--- config.mk ---
export PLATFORM = sky130hd
export DESIGN_NAME = line_refill_ctrl
export DESIGN_NICKNAME = d
export VERILOG_FILES = /design/src/rtl/refill_pkg.sv /design/src/rtl/refill_issue.sv /design/src/rtl/refill_lat_pipe.sv /design/src/rtl/refill_return.sv /design/src/rtl/line_refill_ctrl.sv
export SDC_FILE = /design/constraint.sdc
export NUM_CORES = 1
export LEC_CHECK = 0
export BUFFER_PORTS_ARGS = -buffer_cell sky130_fd_sc_hd__buf_2
export CAP_MARGIN = 40
export CORE_ASPECT_RATIO = 0.8
export CORE_UTILIZATION = 40
export CTS_CLUSTER_DIAMETER = 50
export DETAILED_ROUTE_END_ITERATION = 10
export GPL_TIMING_DRIVEN = 0
export HOLD_SLACK_MARGIN = 0.15
export PLACE_DENSITY = 0.72
export SLEW_MARGIN = 20
export SYNTH_ARGS = -nofsm -noshare
export SYNTH_HDL_FRONTEND = slang
export SYNTH_SLANG_ARGS = --single-unit
export TNS_END_PERCENT = 5
--- constraint.sdc ---
create_clock -name clk -period 2.7 [get_ports clk]
set_clock_uncertainty 0.05 [all_clocks]
set_input_delay 0 -clock clk [delete_from_list [all_inputs] [get_ports clk]]
set_output_delay 0 -clock clk [all_outputs]
set_load 0.02 [all_outputs]
--- src/rtl/refill_pkg.sv ---
package refill_pkg;

    // Four banks; word w of a line lives in bank w.
    localparam int N_BANKS = 4;
    localparam int BIDX_W  = $clog2(N_BANKS);
    localparam int PTR_W   = BIDX_W + 1;

    typedef enum logic {
        MODE_SERIAL  = 1'b0,
        MODE_OVERLAP = 1'b1
    } fill_mode_e;

    typedef enum logic {
        ST_IDLE = 1'b0,
        ST_RUN  = 1'b1
    } fill_state_e;

    // Tag of a bank read still waiting out the bank latency.
    typedef struct packed {
        logic              vld;
        logic [BIDX_W-1:0] word;
    } inflight_t;

    function automatic logic word_is_last(input logic [BIDX_W-1:0] w);
        return w == BIDX_W'(N_BANKS - 1);
    endfunction

    function automatic logic [N_BANKS-1:0] bank_select(input logic vld,
                                                       input logic [BIDX_W-1:0] w);
        return vld ? (N_BANKS'(1) << w) : '0;
    endfunction

endpackage

--- src/rtl/refill_issue.sv ---
module refill_issue
    import refill_pkg::*;
#(
    parameter int LINE_AW = 10,
    parameter int CNT_W   = 8
) (
    input  logic               clk,
    input  logic               rst,
    input  logic               req_valid,
    input  logic [LINE_AW-1:0] req_line,
    input  logic               req_overlap,
    input  logic               rsp_valid,
    input  logic               rsp_last,
    output logic               busy,
    output logic               done,
    output logic               issue_vld,
    output logic [BIDX_W-1:0]  issue_word,
    output logic [LINE_AW-1:0] line_q,
    output logic               overlap_q,
    output logic [CNT_W-1:0]   fill_cycles
);

    fill_state_e      state_q;
    fill_mode_e       mode_q;
    logic [PTR_W-1:0] ptr_q;
    logic             ready_q;   // sequential mode: previous word returned
    logic             fill_end;

    assign fill_end   = rsp_valid && rsp_last;
    assign busy       = (state_q == ST_RUN);
    assign overlap_q  = (mode_q == MODE_OVERLAP);
    assign issue_word = ptr_q[BIDX_W-1:0];
    assign issue_vld  = busy && (ptr_q < PTR_W'(N_BANKS))
                        && (overlap_q || ready_q);

    always_ff @(posedge clk) begin
        if (rst) begin
            state_q     <= ST_IDLE;
            mode_q      <= MODE_SERIAL;
            line_q      <= '0;
            ptr_q       <= '0;
            ready_q     <= 1'b0;
            done        <= 1'b0;
            fill_cycles <= '0;
        end else begin
            done <= 1'b0;
            case (state_q)
                ST_IDLE: begin
                    if (req_valid) begin
                        state_q     <= ST_RUN;
                        mode_q      <= req_overlap ? MODE_OVERLAP : MODE_SERIAL;
                        line_q      <= req_line;
                        ptr_q       <= '0;
                        ready_q     <= 1'b1;
                        fill_cycles <= CNT_W'(1);
                    end
                end
                default: begin
                    if (!fill_end) begin
                        fill_cycles <= fill_cycles + CNT_W'(1);
                    end
                    if (issue_vld) begin
                        ptr_q   <= ptr_q + PTR_W'(1);
                        ready_q <= 1'b0;
                    end
                    if (rsp_valid && !rsp_last) begin
                        ready_q <= 1'b1;
                    end
                    if (fill_end) begin
                        state_q <= ST_IDLE;
                        done    <= 1'b1;
                    end
                end
            endcase
        end
    end

endmodule

--- src/rtl/refill_lat_pipe.sv ---
module refill_lat_pipe
    import refill_pkg::*;
#(
    parameter int BANK_LAT = 15
) (
    input  logic      clk,
    input  logic      rst,
    input  inflight_t tag_in,
    output inflight_t tag_out
);

    inflight_t stage_q [BANK_LAT];

    for (genvar i = 0; i < BANK_LAT; i++) begin : g_stage
        always_ff @(posedge clk) begin
            if (rst) begin
                stage_q[i] <= '0;
            end else if (i == 0) begin
                stage_q[i] <= tag_in;
            end else begin
                stage_q[i] <= stage_q[(i == 0) ? 0 : i - 1];
            end
        end
    end

    // Visible BANK_LAT cycles after the address cycle, aligned with bank data.
    assign tag_out = stage_q[BANK_LAT-1];

endmodule

--- src/rtl/refill_return.sv ---
module refill_return
    import refill_pkg::*;
#(
    parameter int DATA_W = 32
) (
    input  logic                      clk,
    input  logic                      rst,
    input  inflight_t                 tag,
    input  logic [N_BANKS*DATA_W-1:0] bank_rd_data,
    output logic                      rsp_valid,
    output logic [DATA_W-1:0]         rsp_data,
    output logic                      rsp_last
);

    logic [DATA_W-1:0] lane [N_BANKS];

    for (genvar b = 0; b < N_BANKS; b++) begin : g_lane
        assign lane[b] = bank_rd_data[b*DATA_W +: DATA_W];
    end

    always_ff @(posedge clk) begin
        if (rst) begin
            rsp_valid <= 1'b0;
            rsp_data  <= '0;
            rsp_last  <= 1'b0;
        end else begin
            rsp_valid <= tag.vld;
            rsp_last  <= tag.vld && word_is_last(tag.word);
            if (tag.vld) begin
                rsp_data <= lane[tag.word];
            end
        end
    end

endmodule

--- src/rtl/line_refill_ctrl.sv ---
module line_refill_ctrl
    import refill_pkg::*;
#(
    parameter int DATA_W   = 32,
    parameter int LINE_AW  = 10,
    parameter int BANK_LAT = 15,
    parameter int CNT_W    = 8
) (
    input  logic                       clk,
    input  logic                       rst,
    input  logic                       req_valid,
    input  logic [LINE_AW-1:0]         req_line,
    input  logic                       req_overlap,
    output logic                       busy,
    output logic                       done,
    output logic                       rsp_valid,
    output logic [DATA_W-1:0]          rsp_data,
    output logic                       rsp_last,
    output logic [CNT_W-1:0]           fill_cycles,
    output logic [N_BANKS-1:0]         bank_rd_en,
    output logic [N_BANKS*LINE_AW-1:0] bank_rd_addr,
    input  logic [N_BANKS*DATA_W-1:0]  bank_rd_data
);

    logic               issue_vld;
    logic [BIDX_W-1:0]  issue_word;
    logic [LINE_AW-1:0] line_q;
    logic               overlap_q;
    inflight_t          tag_issue;
    inflight_t          tag_due;

    refill_issue #(
        .LINE_AW (LINE_AW),
        .CNT_W   (CNT_W)
    ) u_issue (
        .clk         (clk),
        .rst         (rst),
        .req_valid   (req_valid),
        .req_line    (req_line),
        .req_overlap (req_overlap),
        .rsp_valid   (rsp_valid),
        .rsp_last    (rsp_last),
        .busy        (busy),
        .done        (done),
        .issue_vld   (issue_vld),
        .issue_word  (issue_word),
        .line_q      (line_q),
        .overlap_q   (overlap_q),
        .fill_cycles (fill_cycles)
    );

    assign tag_issue = '{vld: issue_vld, word: issue_word};
    assign bank_rd_en = bank_select(issue_vld, issue_word);

    // The in-bank address of every word is the line address.
    for (genvar b = 0; b < N_BANKS; b++) begin : g_addr
        assign bank_rd_addr[b*LINE_AW +: LINE_AW] = line_q;
    end

    refill_lat_pipe #(
        .BANK_LAT (BANK_LAT)
    ) u_pipe (
        .clk     (clk),
        .rst     (rst),
        .tag_in  (tag_issue),
        .tag_out (tag_due)
    );

    refill_return #(
        .DATA_W (DATA_W)
    ) u_return (
        .clk          (clk),
        .rst          (rst),
        .tag          (tag_due),
        .bank_rd_data (bank_rd_data),
        .rsp_valid    (rsp_valid),
        .rsp_data     (rsp_data),
        .rsp_last     (rsp_last)
    );

endmodule

* Yosys cells after proc, flatten, opt, wreduce, memory -nomap -nowiden
Memories as Yosys holds them, arrays and structs flattened. Cells that the tools add are included.
Operators by class: add/subtract/negate cells 2, magnitude comparators 2, equal/unequal tests 4, shift operators 1, mux-type cells 37, bitwise gates (word level) 17, reductions and logical operators 13
Operator list (count):
- $bmux W32 S2 | 1
- $mux W32 | 2
- $mux W3 | 18
- $mux W8 | 3
- $or A1 B1 Y1 | 15
- $mux W1 | 12
- $add A8 B1 Y8 const B | 1
- $reduce_and A2 Y1 | 4
- $logic_and A1 B1 Y1 | 5
- $mux W4 | 1
- $ne A2 B2 Y1 const B | 2
- $shl A1 B2 Y4 const A | 1
- $add A3 B1 Y3 const B | 1
- $ge A3 B3 Y1 const B | 1
- $lt A3 B3 Y1 const B | 1
- $ne A3 B3 Y1 const B | 1
- $not A2 Y3 | 1
- $eq A2 B2 Y1 const B | 1
- $reduce_bool A2 Y1 | 1
- $reduce_or A2 Y1 | 1
- $logic_not A1 Y1 | 1
- $logic_or A1 B1 Y1 | 1
- $not A1 Y1 | 1
Word-level totals: register bits after elaboration 59, bits in writable memories 45, input bits 142, output and inout bits 88, word-level logic and storage cells 87, memories 1
Memories:
- u_pipe.stage_q | depth 15, bits a word 3, read ports 15, clocked after memory_dff 0, write ports 15, RTL line refill_lat_pipe.sv:12 | inflight_t stage_q [BANK_LAT];

* Longest topological paths before layout
Gate-level depths: netlist of the first run.
depth after elaboration 6, gate-level depth with buffers 5, mapped depth without buffers 4

* By module
From an unflattened synthesis of the first run, not the netlist that was laid out.
Unflattened totals: cells, all modules 440, area total of the unflattened synthesis 4788.3 µm²
By module, submodules not included:
- refill_return | instances 1, cells an instance 186, area an instance 2254.7 µm², sequential area each 680.7 µm²
- refill_lat_pipe | instances 1, cells an instance 94, area an instance 1202.4 µm², sequential area each 900.9 µm²
- refill_issue | instances 1, cells an instance 126, area an instance 1068.5 µm², sequential area each 500.5 µm²
- line_refill_ctrl | instances 1, cells an instance 34, area an instance 262.8 µm², sequential area each 0.0 µm²

* Worst setup path before layout of the first run
Ideal clock, no wire load.
kind register -> register, from reg u_issue.fill_cycles[0], to reg u_issue.fill_cycles[4], library setup time 0.071 ns, arrival time 1.373 ns, required time 2.579 ns, path slack 1.206 ns, stages on the path, launching flop included 5, buffers on the path 0, clock period less this slack 1.494 ns, cells stage by stage dfxtp_1 > ha_1 > nand2_1 > or4_1 > a21oi_1
Between the ends: word-level cells in the longest chain between the ends 3
RTL lines:
- start: declaration | RTL line refill_issue.sv:20 | output logic [CNT_W-1:0] fill_cycles
- start signal: assignment | RTL line refill_issue.sv:60 | fill_cycles <= fill_cycles + CNT_W'(1);
- $add A8 B1 Y8 | RTL line refill_issue.sv:60
- $mux W8 | RTL line refill_issue.sv:59 | if (!fill_end) begin
- $mux W8 | RTL line refill_issue.sv:47 | case (state_q)
Every way passes these cells. The select of a mux whose other input is x is not followed. A chain may end at the register's enable or synchronous reset.

==> key figures, run 1 <==
Status
  – Status: completed

Clocking
  – CTS tree: done
  – Root Driver: clkbuf_16
  – Quantity of gates resized following cts: 0
  – Num CTS Buffers: 9
  – CTS max path bufs: 2
  – Clock-pin slew on the worst setup and hold paths: 0.07 ns
  – Worst skew pair latency: 0.34 ns
  – CTS H-tree lvls: 3
  – Clk sinks: 104

Routing
  – Wirelength per Cell: 14.2 um
  – DRC viols: 0
  – Antenna viol nets, final: 0
  – DRT iter0 DRCs: 165
  – Routed vias/inst: between 4 and 5
  – First-pass DRT Iterations: 4
  – Via count: 4159
  – Total Wirelength: 12400 um

Yosys
  – Warnings, synthesis: 0
  – Avg Inst Size Synth: between 10 and 15 um^2
  – Synth area leaders: dfxtp_1, mux4_2, mux2i_1, nor2b_1, buf_4
  – Synth top area share: ~46%
  – Post-synth EDFFs: 0
  – Syn Inst Count: about 400
  – Synth area leader: dfxtp_1
  – Post-synthesis sequential area ratio: 45.9%
  – Syn_nets: 550
  – Synth Cell Area: 4540 um^2
  – Ys async rst share: 0%
  – Synthesized flop and latch total: about 100
  – Primary FF master, synth: dfxtp_1
  – Top-count cell post-synth: dfxtp_1
  – Top post-synthesis cells by count: dfxtp_1, nor2b_1, nor2_1, buf_4, mux2i_1
  – Netlist cell types: 38

Power and ir drop
  – Sw Pwr: 0.000765 W
  – Clk pwr share: 41.7%
  – P_int: 0.00272 W
  – Net Sw Frac: 22.0%
  – Combinational power share: around an eighth
  – Flop pwr share: 45.1%
  – Worst vdd ir: 0.393 mV
  – Pleak: 3.17 nW
  – PwrDens: 497 nW/um^2

STA
  – Final setup fails: 0
  – Final period util: 84.4%
  – RSZ-0062 raised after global routing: no
  – Peak Freq: approximately 0.44 GHz
  – Post-route minimum period: 2.28 ns
  – Worst-Margin Slew: approximately 0.61 ns
  – Setup TNS Final: 0 ns
  – Max_slew headroom: 59.1%
  – Slew Viols, Final: 0
  – Final Hold Fails: 0

Setup path
  – Crit path cell chain: clkbuf_1 > buf_2 > mux4_2 > dlygate4sd3_1 > mux2i_1 > nor2_1
  – CP max-delay cell: dlygate4sd3_1
  – Crit end category: flip-flop
  – CP Class: reg -> reg
  – Crit-path max FO: 10
  – Crit path DAT: 2.45 ns
  – Worst Setup Start Kind: flip-flop
  – CP peak stage delay: 0.59 ns
  – Crit path required time: between 2 and 3 ns

Die
  – Initial Utilization: approximately two fifths
  – Die X: 121 um
  – FP Rows: 34
  – DIE HEIGHT: 97.3 um
  – Area of the core: 11000 um^2
  – Die area: 11800 um^2
  – Io pins: 230

Finish
  – Fill cells: 896
  – Layout cells sized above 1: 43.8%
  – Number of antenna repair diodes: 0
  – FF+latch area: 2080 um^2
  – Area of the multi-input gates: around 2000 um^2
  – Area growth syn-to-layout: 54.4%
  – Final std cells w/o fill: roughly 870
  – Final #Nets: 871

Placement
  – Routability Congestion: 0.755
  – Post-DP HPWL: approximately 8300 um
  – Inst Count DP: 776
  – Port-buffer cells: 229

GRT
  – Vias in the first global route: 4356
  – Global-route wire length before repair: 19700 um
  – Largest net degree at the start of global routing: 17
  – Total GRT Usage: a little over a fifth
  – Initial antenna violation count: 0
  – Grt total ovfl: 0

Worst hold path
  – Hold/Removal Path Class: reg -> reg

Run
  – Max-Cap Viols: 0
-- per-stage QoR --
| stage | instance area, um^2 | utilization, % | hold WS [ns] | setup WS [ns] | power [W] |
|---|---|---|---|---|---|
| floorplan | 4540 | - | 0.0294 | 1.21 | 0.00180 |
| global placement | 5870 | 53.4 | 0.174 | 1.06 | 0.00196 |
| detailed placement | 5870 | 53.4 | 0.173 | 0.962 | 0.00197 |
| CTS | 7010 | 63.9 | 0.379 | 0.397 | 0.00350 |
| global route | 7010 | 63.9 | 0.405 | 0.312 | 0.00361 |
| finish | 7010 | 63.9 | 0.383 | 0.420 | 0.00349 |
-- flip-flops by register name (all words and copies together), names as in the netlist --
signal and cells:
u_issue.ready_q 1, u_return.rsp_valid 1, u_issue.overlap_q 1, u_issue.fill_cycles 8, u_pipe.stage_q 45, u_issue.busy 1, u_issue.done 1, u_issue.line_q 10
u_return.rsp_last 1, u_return.rsp_data 32, u_issue.ptr_q 3
-- cell families after synthesis --
logic type,synth area share (%)
flops,45.9
buf+inv,9.65
mux,23.4
fa+ha+maj,1.38
simple gates,14.1
compound gates,5.60
-- final timing paths --
path | endpoint | cells past startpoint | slack (ns) | start
setup / recovery | u_return.rsp_data[18] | 6 | 0.42 | u_pipe.stage_q[14][1]
hold / removal | u_pipe.stage_q[13][1] | 1 | 0.38 | u_pipe.stage_q[12][1]
setup reg to reg | u_return.rsp_data[18] | 6 | 0.42 | u_pipe.stage_q[14][1]
hold reg to reg | u_pipe.stage_q[13][1] | 1 | 0.38 | u_pipe.stage_q[12][1]
-- power groups by stage --
stage | combinational [W] | clock (W) | sequential, W
after floorplan | 0.000184 | 0 | 0.00162
after CTS | 0.000455 | 0.00147 | 0.00157
after detailed placement | 0.000364 | 0 | 0.00161
after global placement | 0.000354 | 0 | 0.00160
final | 0.000461 | 0.00145 | 0.00157
after global routing | 0.000497 | 0.00154 | 0.00157
-- cell usage in the layout (no fill, tap or decap), types with 2 or more instances in the layout --
master	synthesis	final
o211ai_1	4	4
mux4_1	3	3
dlygate4sd3_1	0	81
a21oi_1	20	20
mux2i_1	32	32
bufinv_16	0	3
and2_1	3	3
or3_1	2	2
a211oi_1	2	2
ha_1	5	5
nand3_1	4	4
o2111ai_1	2	2
buf_4	34	34
buf_12	3	3
buf_2	5	234
o311ai_0	2	2
inv_1	6	6
nand2_1	25	25
clkbuf_16	0	9
mux4_2	29	29
or4_1	3	3
nor3_1	2	2
clkbuf_1	13	14
nand2b_1	2	2
o21a_1	2	2
buf_6	2	2
nor2b_1	44	44
nor2_1	37	37
a31oi_1	2	2
dfxtp_1	104	104
-- layout make-up --
type                    count  share of cell area, %
repair buffers            310                   27.9
well taps                 144                   2.57
inverters                   6                  0.321
multi-input cells         235                   28.8
plain buffers              58                   5.93
flip-flops and latches    104                   29.7
clock buffers              10                   3.27
clock inverters             5                   1.48
-- layer usage --
layer	vias to the layer above	global-route usage, %	routed length (um)
li1	2013	-	-
met1	1949	22.7	4920
met5	-	0	0
met4	0	11.1	442
met3	41	4.93	596
met2	156	39.2	6410
-- repair_timing --
item	in CTS	in global routing
hold buffers	81	0
buffers inserted	0	0
hold endpoints to repair	56	0
-- critical path: cells and delay by family, from the launching register on --
kind          cells  cell delay (ns)
buf+inv           3             1.22
mux               2             0.50
flops             1             0.31
simple gates      1             0.07
Power figures use the tool's default switching activity.
==> inputs of run 2 (changes only) <==
--- a/config.mk
+++ b/config.mk
@@ -5,6 +5,7 @@
 export SDC_FILE = /design/constraint.sdc
 export NUM_CORES = 1
 export LEC_CHECK = 0
+export ABC_AREA = 1
 export BUFFER_PORTS_ARGS = -buffer_cell sky130_fd_sc_hd__buf_2
 export CAP_MARGIN = 40
 export CORE_ASPECT_RATIO = 0.8
==> constraint.sdc (replaced) <==
create_clock -name clk -period 2 [get_ports clk]
set_clock_uncertainty 0.05 [all_clocks]
set_input_delay 0 -clock clk [delete_from_list [all_inputs] [get_ports clk]]
set_output_delay 0 -clock clk [all_outputs]
set_load 0.02 [all_outputs]
==> run 2 against run 1 <==
Net effect:
- synthesized area up 15%
- count of clock-buffer cells in the layout increased by 1
- global-route usage rose by 3.8 points
- die area is 15% higher
==> key figures, run 2 <==
Status
  – Status: completed

Setup path
  – RR Endpoint: u_return.rsp_data[9]
  – Worst Setup Start Kind: flip-flop
  – Crit end category: flip-flop
  – Reg-to-Reg Start: u_pipe.stage_q[14][0]
  – Crit path DAT: 2.17 ns
  – R2r setup slk: 0.07 ns
  – Crit path from: u_pipe.stage_q[14][0]
  – CP Class: reg -> reg
  – Crit path required time: approximately 2.2 ns
  – Crit-path max FO: 10
  – CP Capture Point: u_return.rsp_data[9]
  – Worst reg2reg path depth: 9

Placement
  – Area after DPL: 6580 um^2
  – Port-buffer cells: around 230
  – Post-DP HPWL: 10400 um
  – Routability Congestion: 0.871

Die
  – Io pins: 230
  – FP Rows: 36
  – Die X: 130 um
  – DIE HEIGHT: 104 um
  – Die area: 13500 um^2
  – Area of the core: between 10000 and 15000 um^2
  – Initial Utilization: 42.0%

Clocking
  – Clock-pin slew on the worst setup and hold paths: around 0.070 ns
  – Num CTS Buffers: 9
  – CTS tree: done
  – CTS H-tree lvls: 3
  – Worst skew pair latency: 0.34 ns
  – Root Driver: clkbuf_16
  – Clk sinks: 104
  – CTS max path bufs: 2

Yosys
  – Warnings, synthesis: 0
  – Synth area leader: dfxtp_1
  – Syn Inst Count: 846
  – Synth area leaders: dfxtp_1, nand2_1, inv_1, nor2_1, nand3_1
  – Netlist cell types: 20
  – Synthesized flop and latch total: about 100
  – Top-count cell post-synth: nand2_1
  – Synth top area share: 39.9%
  – Ys async rst share: 0%
  – Synth Cell Area: 5220 um^2
  – Primary FF master, synth: dfxtp_1
  – Syn_nets: between 900 and 1000
  – Avg Inst Size Synth: about 6.2 um^2
  – Post-synthesis sequential area ratio: 39.9%
  – Top post-synthesis cells by count: nand2_1, inv_1, nor2_1, dfxtp_1, nand3_1
  – Post-synth EDFFs: 0

STA
  – Hold Slack: 0.350 ns
  – Worst-Margin Slew: 0.526 ns
  – Final period util: between 90% and 100%
  – Final setup fails: 0
  – Slew Viols, Final: 0
  – Final Hold Fails: 0
  – Max_slew headroom: 64.9%
  – Setup TNS Final: 0 ns
  – Peak Freq: 0.519 GHz
  – Post-route minimum period: 1.93 ns
  – RSZ-0062 raised after global routing: no

GRT
  – Largest net degree at the start of global routing: 18
  – Vias in the first global route: 6020
  – Total GRT Usage: 25.2%
  – Global-route wire length before repair: 26900 um
  – Initial antenna violation count: 1
  – Grt total ovfl: 0

Power and ir drop
  – P_int: 0.00354 W
  – Combinational power share: ~17%
  – Clk pwr share: between 30% and 40%
  – Net Sw Frac: roughly a quarter
  – Pleak: between 4 and 5 nW
  – Flop pwr share: 45.4%
  – Worst vdd ir: roughly 0.49 mV
  – PwrDens: 561 nW/um^2
  – Sw Pwr: 0.00115 W

Routing
  – Total Wirelength: 17200 um
  – Wirelength per Cell: 12.2 um
  – Via count: 6317
  – DRC viols: 0
  – Antenna viol nets, final: 0
  – DRT iter0 DRCs: 370
  – First-pass DRT Iterations: 9
  – Routed vias/inst: 4.48

Finish
  – Fill cells: approximately 1000
  – Most frequent cells in the layout: nand2_1, buf_2, inv_1, nor2_1, dlygate4sd3_1
  – Largest register FFs: 45
  – Final #Nets: 1380
  – Most flop-heavy register: u_pipe.stage_q
  – Largest registers: u_pipe.stage_q x45, u_return.rsp_data x32, u_issue.line_q x10
  – Layout cells sized above 1: 24.8%
  – Area of the multi-input gates: roughly 2100 um^2
  – Design area: 8360 um^2
  – Area growth syn-to-layout: 60.3%
  – Most common cell after layout, fill and taps aside: nand2_1
  – FF+latch area: approximately 2100 um^2

Run
  – Max-Cap Viols: 0

Worst hold path
  – Hold/Removal Path Class: reg -> reg
==> run 2: critical path, stage by stage (launching register included) <==
cell           delay (ns)
dfxtp_1              0.33
buf_4                0.18
buf_2                0.28
nand2_1              0.10
nand2_1              0.09
dlygate4sd3_1        0.56
nand2_1              0.05
nand3_1              0.08
nand2_1              0.09
inv_1                0.06
==> run 2: power by group through the flow <==
| stage | combinational, W | sequential, W | clock (W) |
|---|---|---|---|
| after global routing | 0.000866 | 0.00214 | 0.00191 |
| after global placement | 0.000583 | 0.00218 | 0 |
| after detailed placement | 0.000588 | 0.00218 | 0 |
| after CTS | 0.000766 | 0.00213 | 0.00181 |
| final | 0.000795 | 0.00213 | 0.00177 |
| after floorplan | 0.000318 | 0.00220 | 0 |
==> run 2: per-layer routing <==
metal,routed length (um),up-vias,track usage (%)
met3,1180,72,5.66
li1,-,3203,-
met5,0,-,0
met2,8210,277,44.1
met4,792,0,13.0
met1,6970,2765,28.4
==> run 2: cell type report <==
cell class | count | share of cell area, %
multi-input cells | 508 | 25.0
plain buffers | 70 | 5.19
well taps | 171 | 2.56
flip-flops and latches | 104 | 24.9
inverters | 164 | 7.36
clock buffers | 11 | 2.90
diodes | 1 | 0.0299
clock inverters | 5 | 0.778
repair buffers | 376 | 31.3
==> run 2: logic make-up (layout without fill, tap and decap cells) <==
| family | count (synthesis) | after routing | share of synthesized area (%) |
|---|---|---|---|
| adder cells (fa/ha/maj) | 5 | 5 | 1.20 |
| buffers and inverters | 234 | 626 | 20.0 |
| other | 0 | 1 | 0 |
| AND/OR/NAND/NOR | 476 | 476 | 36.1 |
| flip-flops | 104 | 104 | 39.9 |
| AO/OA/AOI/OAI | 27 | 27 | 2.71 |
==> run 2: worst min path at each step <==
| stage | endpoint | startpoint | cells after the start |
|---|---|---|---|
| after CTS | u_pipe.stage_q[12][0] | u_pipe.stage_q[11][0] | 2 |
| after global placement | u_issue.line_q[5] | req_line[5] | 3 |
| final | u_pipe.stage_q[9][2] | u_pipe.stage_q[8][2] | 2 |
| after floorplan | u_issue.line_q[2] | req_line[2] | 2 |
| after detailed placement | u_issue.line_q[6] | req_line[6] | 3 |
| after global routing | u_pipe.stage_q[14][2] | u_pipe.stage_q[13][2] | 2 |
==> run 2: repair_timing <==
item                       in CTS  in global routing
buffers inserted                0                  0
hold endpoints to repair       50                  0
resized for setup               0                  3
setup endpoints to repair       0                  4
hold buffers                  147                  0
==> run 2: stage by stage <==
step	cells	util [%]	setup slack [ns]	power, W
after global placement	1246	52.9	0.631	0.00276
after CTS	1409	67.2	0.126	0.00471
after floorplan	846	-	0.759	0.00252
after global routing	1410	67.3	0.00917	0.00491
final	1410	67.3	0.0717	0.00470
after detailed placement	1246	52.9	0.620	0.00277
==> inputs of run 3 (changes only) <==
--- a/config.mk
+++ b/config.mk
@@ -12,7 +12,6 @@
 export CORE_UTILIZATION = 40
 export CTS_CLUSTER_DIAMETER = 50
 export DETAILED_ROUTE_END_ITERATION = 10
-export GPL_TIMING_DRIVEN = 0
 export HOLD_SLACK_MARGIN = 0.15
 export PLACE_DENSITY = 0.72
 export SLEW_MARGIN = 20
==> run 3 against run 2 <==
Net effect:
- core utilization decreased by 2.9 points
- design area shrank 4.3%
- clock power decreased by 3%
- non-clock buffer count decreased by 65
- sequential cell count stayed put
- die area is the same
- count of clock-buffer cells in the layout unchanged
- hold slack about the same
- sequential power about the same
- register-to-register slack gained 0.09 ns
- critical endpoint is now u_return.rsp_data[30]
==> key figures, run 3 (synthesis gave the netlist of run 2 again) <==
Setup path
  – Crit-path max FO: 31
  – Crit path required time: 2.19 ns
  – Worst Setup Start Kind: flip-flop
  – Crit end category: flip-flop
  – Crit path DAT: 2.02 ns
  – CP Class: reg -> reg

Routing
  – Routed vias/inst: 4.53
  – Via count: 6093
  – Total Wirelength: 15700 um
  – DRC viols: 0
  – DRT iter0 DRCs: 414
  – Wirelength per Cell: approximately 12 um
  – Antenna viol nets, final: 0
  – First-pass DRT Iterations: 7

Clocking
  – Clk sinks: about 100
  – CTS max path bufs: 2
  – CTS tree: done
  – Worst skew pair latency: 0.34 ns
  – Clock-pin slew on the worst setup and hold paths: 0.07 ns
  – Num CTS Buffers: 9
  – CTS H-tree lvls: 3
  – Root Driver: clkbuf_16
  – Quantity of gates resized following cts: 0

Placement
  – Port-buffer cells: 229
  – Routability Congestion: between 0.8 and 0.9
  – Post-DP HPWL: ~9000 um
  – Area after DPL: 6260 um^2
  – Inst Count DP: 1184
  – Post-place setup slack: 0.490 ns

Die
  – DIE HEIGHT: 104 um
  – Area of the core: 12400 um^2
  – Initial Utilization: 42.0%
  – Die X: 130 um
  – Io pins: 230
  – FP Rows: 36
  – Die area: 13500 um^2

GRT
  – Initial antenna violation count: 0
  – Grt total ovfl: 0
  – Global-route wire length before repair: roughly 25000 um
  – Largest net degree at the start of global routing: 84
  – Vias in the first global route: 5570
  – Total GRT Usage: 22.8%

Power and ir drop
  – Total power: 0.00454 W
  – P_int: 0.00343 W
  – Pleak: 4.30 nW
  – Sw Pwr: approximately 0.0011 W
  – Flop pwr share: 47.0%
  – PwrDens: around 570 nW/um^2
  – Combinational power share: 15.4%
  – Worst vdd ir: 0.562 mV
  – Net Sw Frac: between 20% and 30%
  – Clk pwr share: 37.7%

Finish
  – Final #Nets: 1315
  – Largest register FFs: 45
  – Area growth syn-to-layout: 53.4%
  – Number of antenna repair diodes: 0
  – Layout cells sized above 1: approximately 22%
  – Final std cells w/o fill: between 1000 and 1500
  – Largest registers: u_pipe.stage_q x45, u_return.rsp_data x32, u_issue.line_q x10
  – Most common cell after layout, fill and taps aside: nand2_1
  – Most frequent cells in the layout: nand2_1, buf_2, inv_1, nor2_1, dlygate4sd3_1
  – Design area: between 8000 and 9000 um^2
  – Most flop-heavy register: u_pipe.stage_q

STA
  – Setup TNS Final: 0 ns
  – Worst-Margin Slew: approximately 0.49 ns
  – Final period util: 91.8%
  – Final setup margin: 0.163 ns
  – Max_slew headroom: 67.2%
  – Peak Freq: between 0.5 and 0.6 GHz
  – Post-route minimum period: 1.84 ns
  – Final setup fails: 0
  – Final Hold Fails: 0
  – Slew Viols, Final: 0
  – RSZ-0062 raised after global routing: no

Status
  – Status: completed

Run
  – Max-Cap Viols: 0

Worst hold path
  – Hold/Removal Path Class: reg -> reg
run 3: cell types whose count changed in the layout (fill, tap and decap cells not counted), sizes merged:
| cell | delta |
|---|---|
| clkinv | -1 |
| clkbuf | -7 |
| diode | -1 |
| buf | -54 |
| dlygate4sd3 | -4 |
| clkinvlp | +1 |
run 3: power groups by stage:
stage / combinational, W / sequential, W / clock (W)
finish: 0.000697 / 0.00213 / 0.00171
global route: 0.000767 / 0.00214 / 0.00183
CTS: 0.000676 / 0.00213 / 0.00177
detailed placement: 0.000509 / 0.00218 / 0
global placement: 0.000507 / 0.00218 / 0
floorplan: 0.000318 / 0.00220 / 0
run 3: path summary, 6_finish.rpt:
kind	slack, ns	from	to	cells past startpoint
setup reg to reg	0.16	u_pipe.stage_q[14][0]	u_return.rsp_data[30]	9
setup / recovery	0.16	u_pipe.stage_q[14][0]	u_return.rsp_data[30]	9
hold / removal	0.35	u_pipe.stage_q[13][0]	u_pipe.stage_q[14][0]	2
hold reg to reg	0.35	u_pipe.stage_q[13][0]	u_pipe.stage_q[14][0]	2
run 3: critical path: stages (launching register included):
cell and delay (ns):
dfxtp_2 0.41, inv_2 0.12, clkbuf_16 0.22, nand2_1 0.08
nand2_1 0.06, dlygate4sd3_1 0.55, nand2_1 0.07, nand3_1 0.07
nand2_1 0.07, inv_1 0.03
run 3: per-stage QoR:
stage | hold WS, ns | utilization (%)
6_report | 0.350 | 64.4
5_1_grt | 0.359 | 64.4
4_1_cts | 0.350 | 64.2
3_5_place_dp | 0.210 | 50.4
3_3_place_gp | 0.206 | 50.4
2_1_floorplan | 0.113 | -
run 3: final cells by class:
class,instances,area [um^2]
Clock buffer,11,233
Clock inverter,5,56.3
Fill cell,1063,4430
Inverter,164,616
Multi-Input combinational cell,508,2090
Sequential cell,104,2080
Tap cell,171,214
Timing Repair Buffer,381,2710
run 3: routing by layer:
layer  wire, um  vias to the layer above  global-route usage (%)
met2       7370                      289                    38.8
met3       1130                       60                    5.20
met5          0                        -                       0
met4        567                        0                    11.5
met1       6600                     2674                    26.4
li1           -                     3070                       -
run 3: what timing repair did:
item,in CTS,in global routing
buffers inserted,0,0
endpoints found under the setup margin,0,2
hold buffers,143,0
endpoints found under the hold margin,90,0
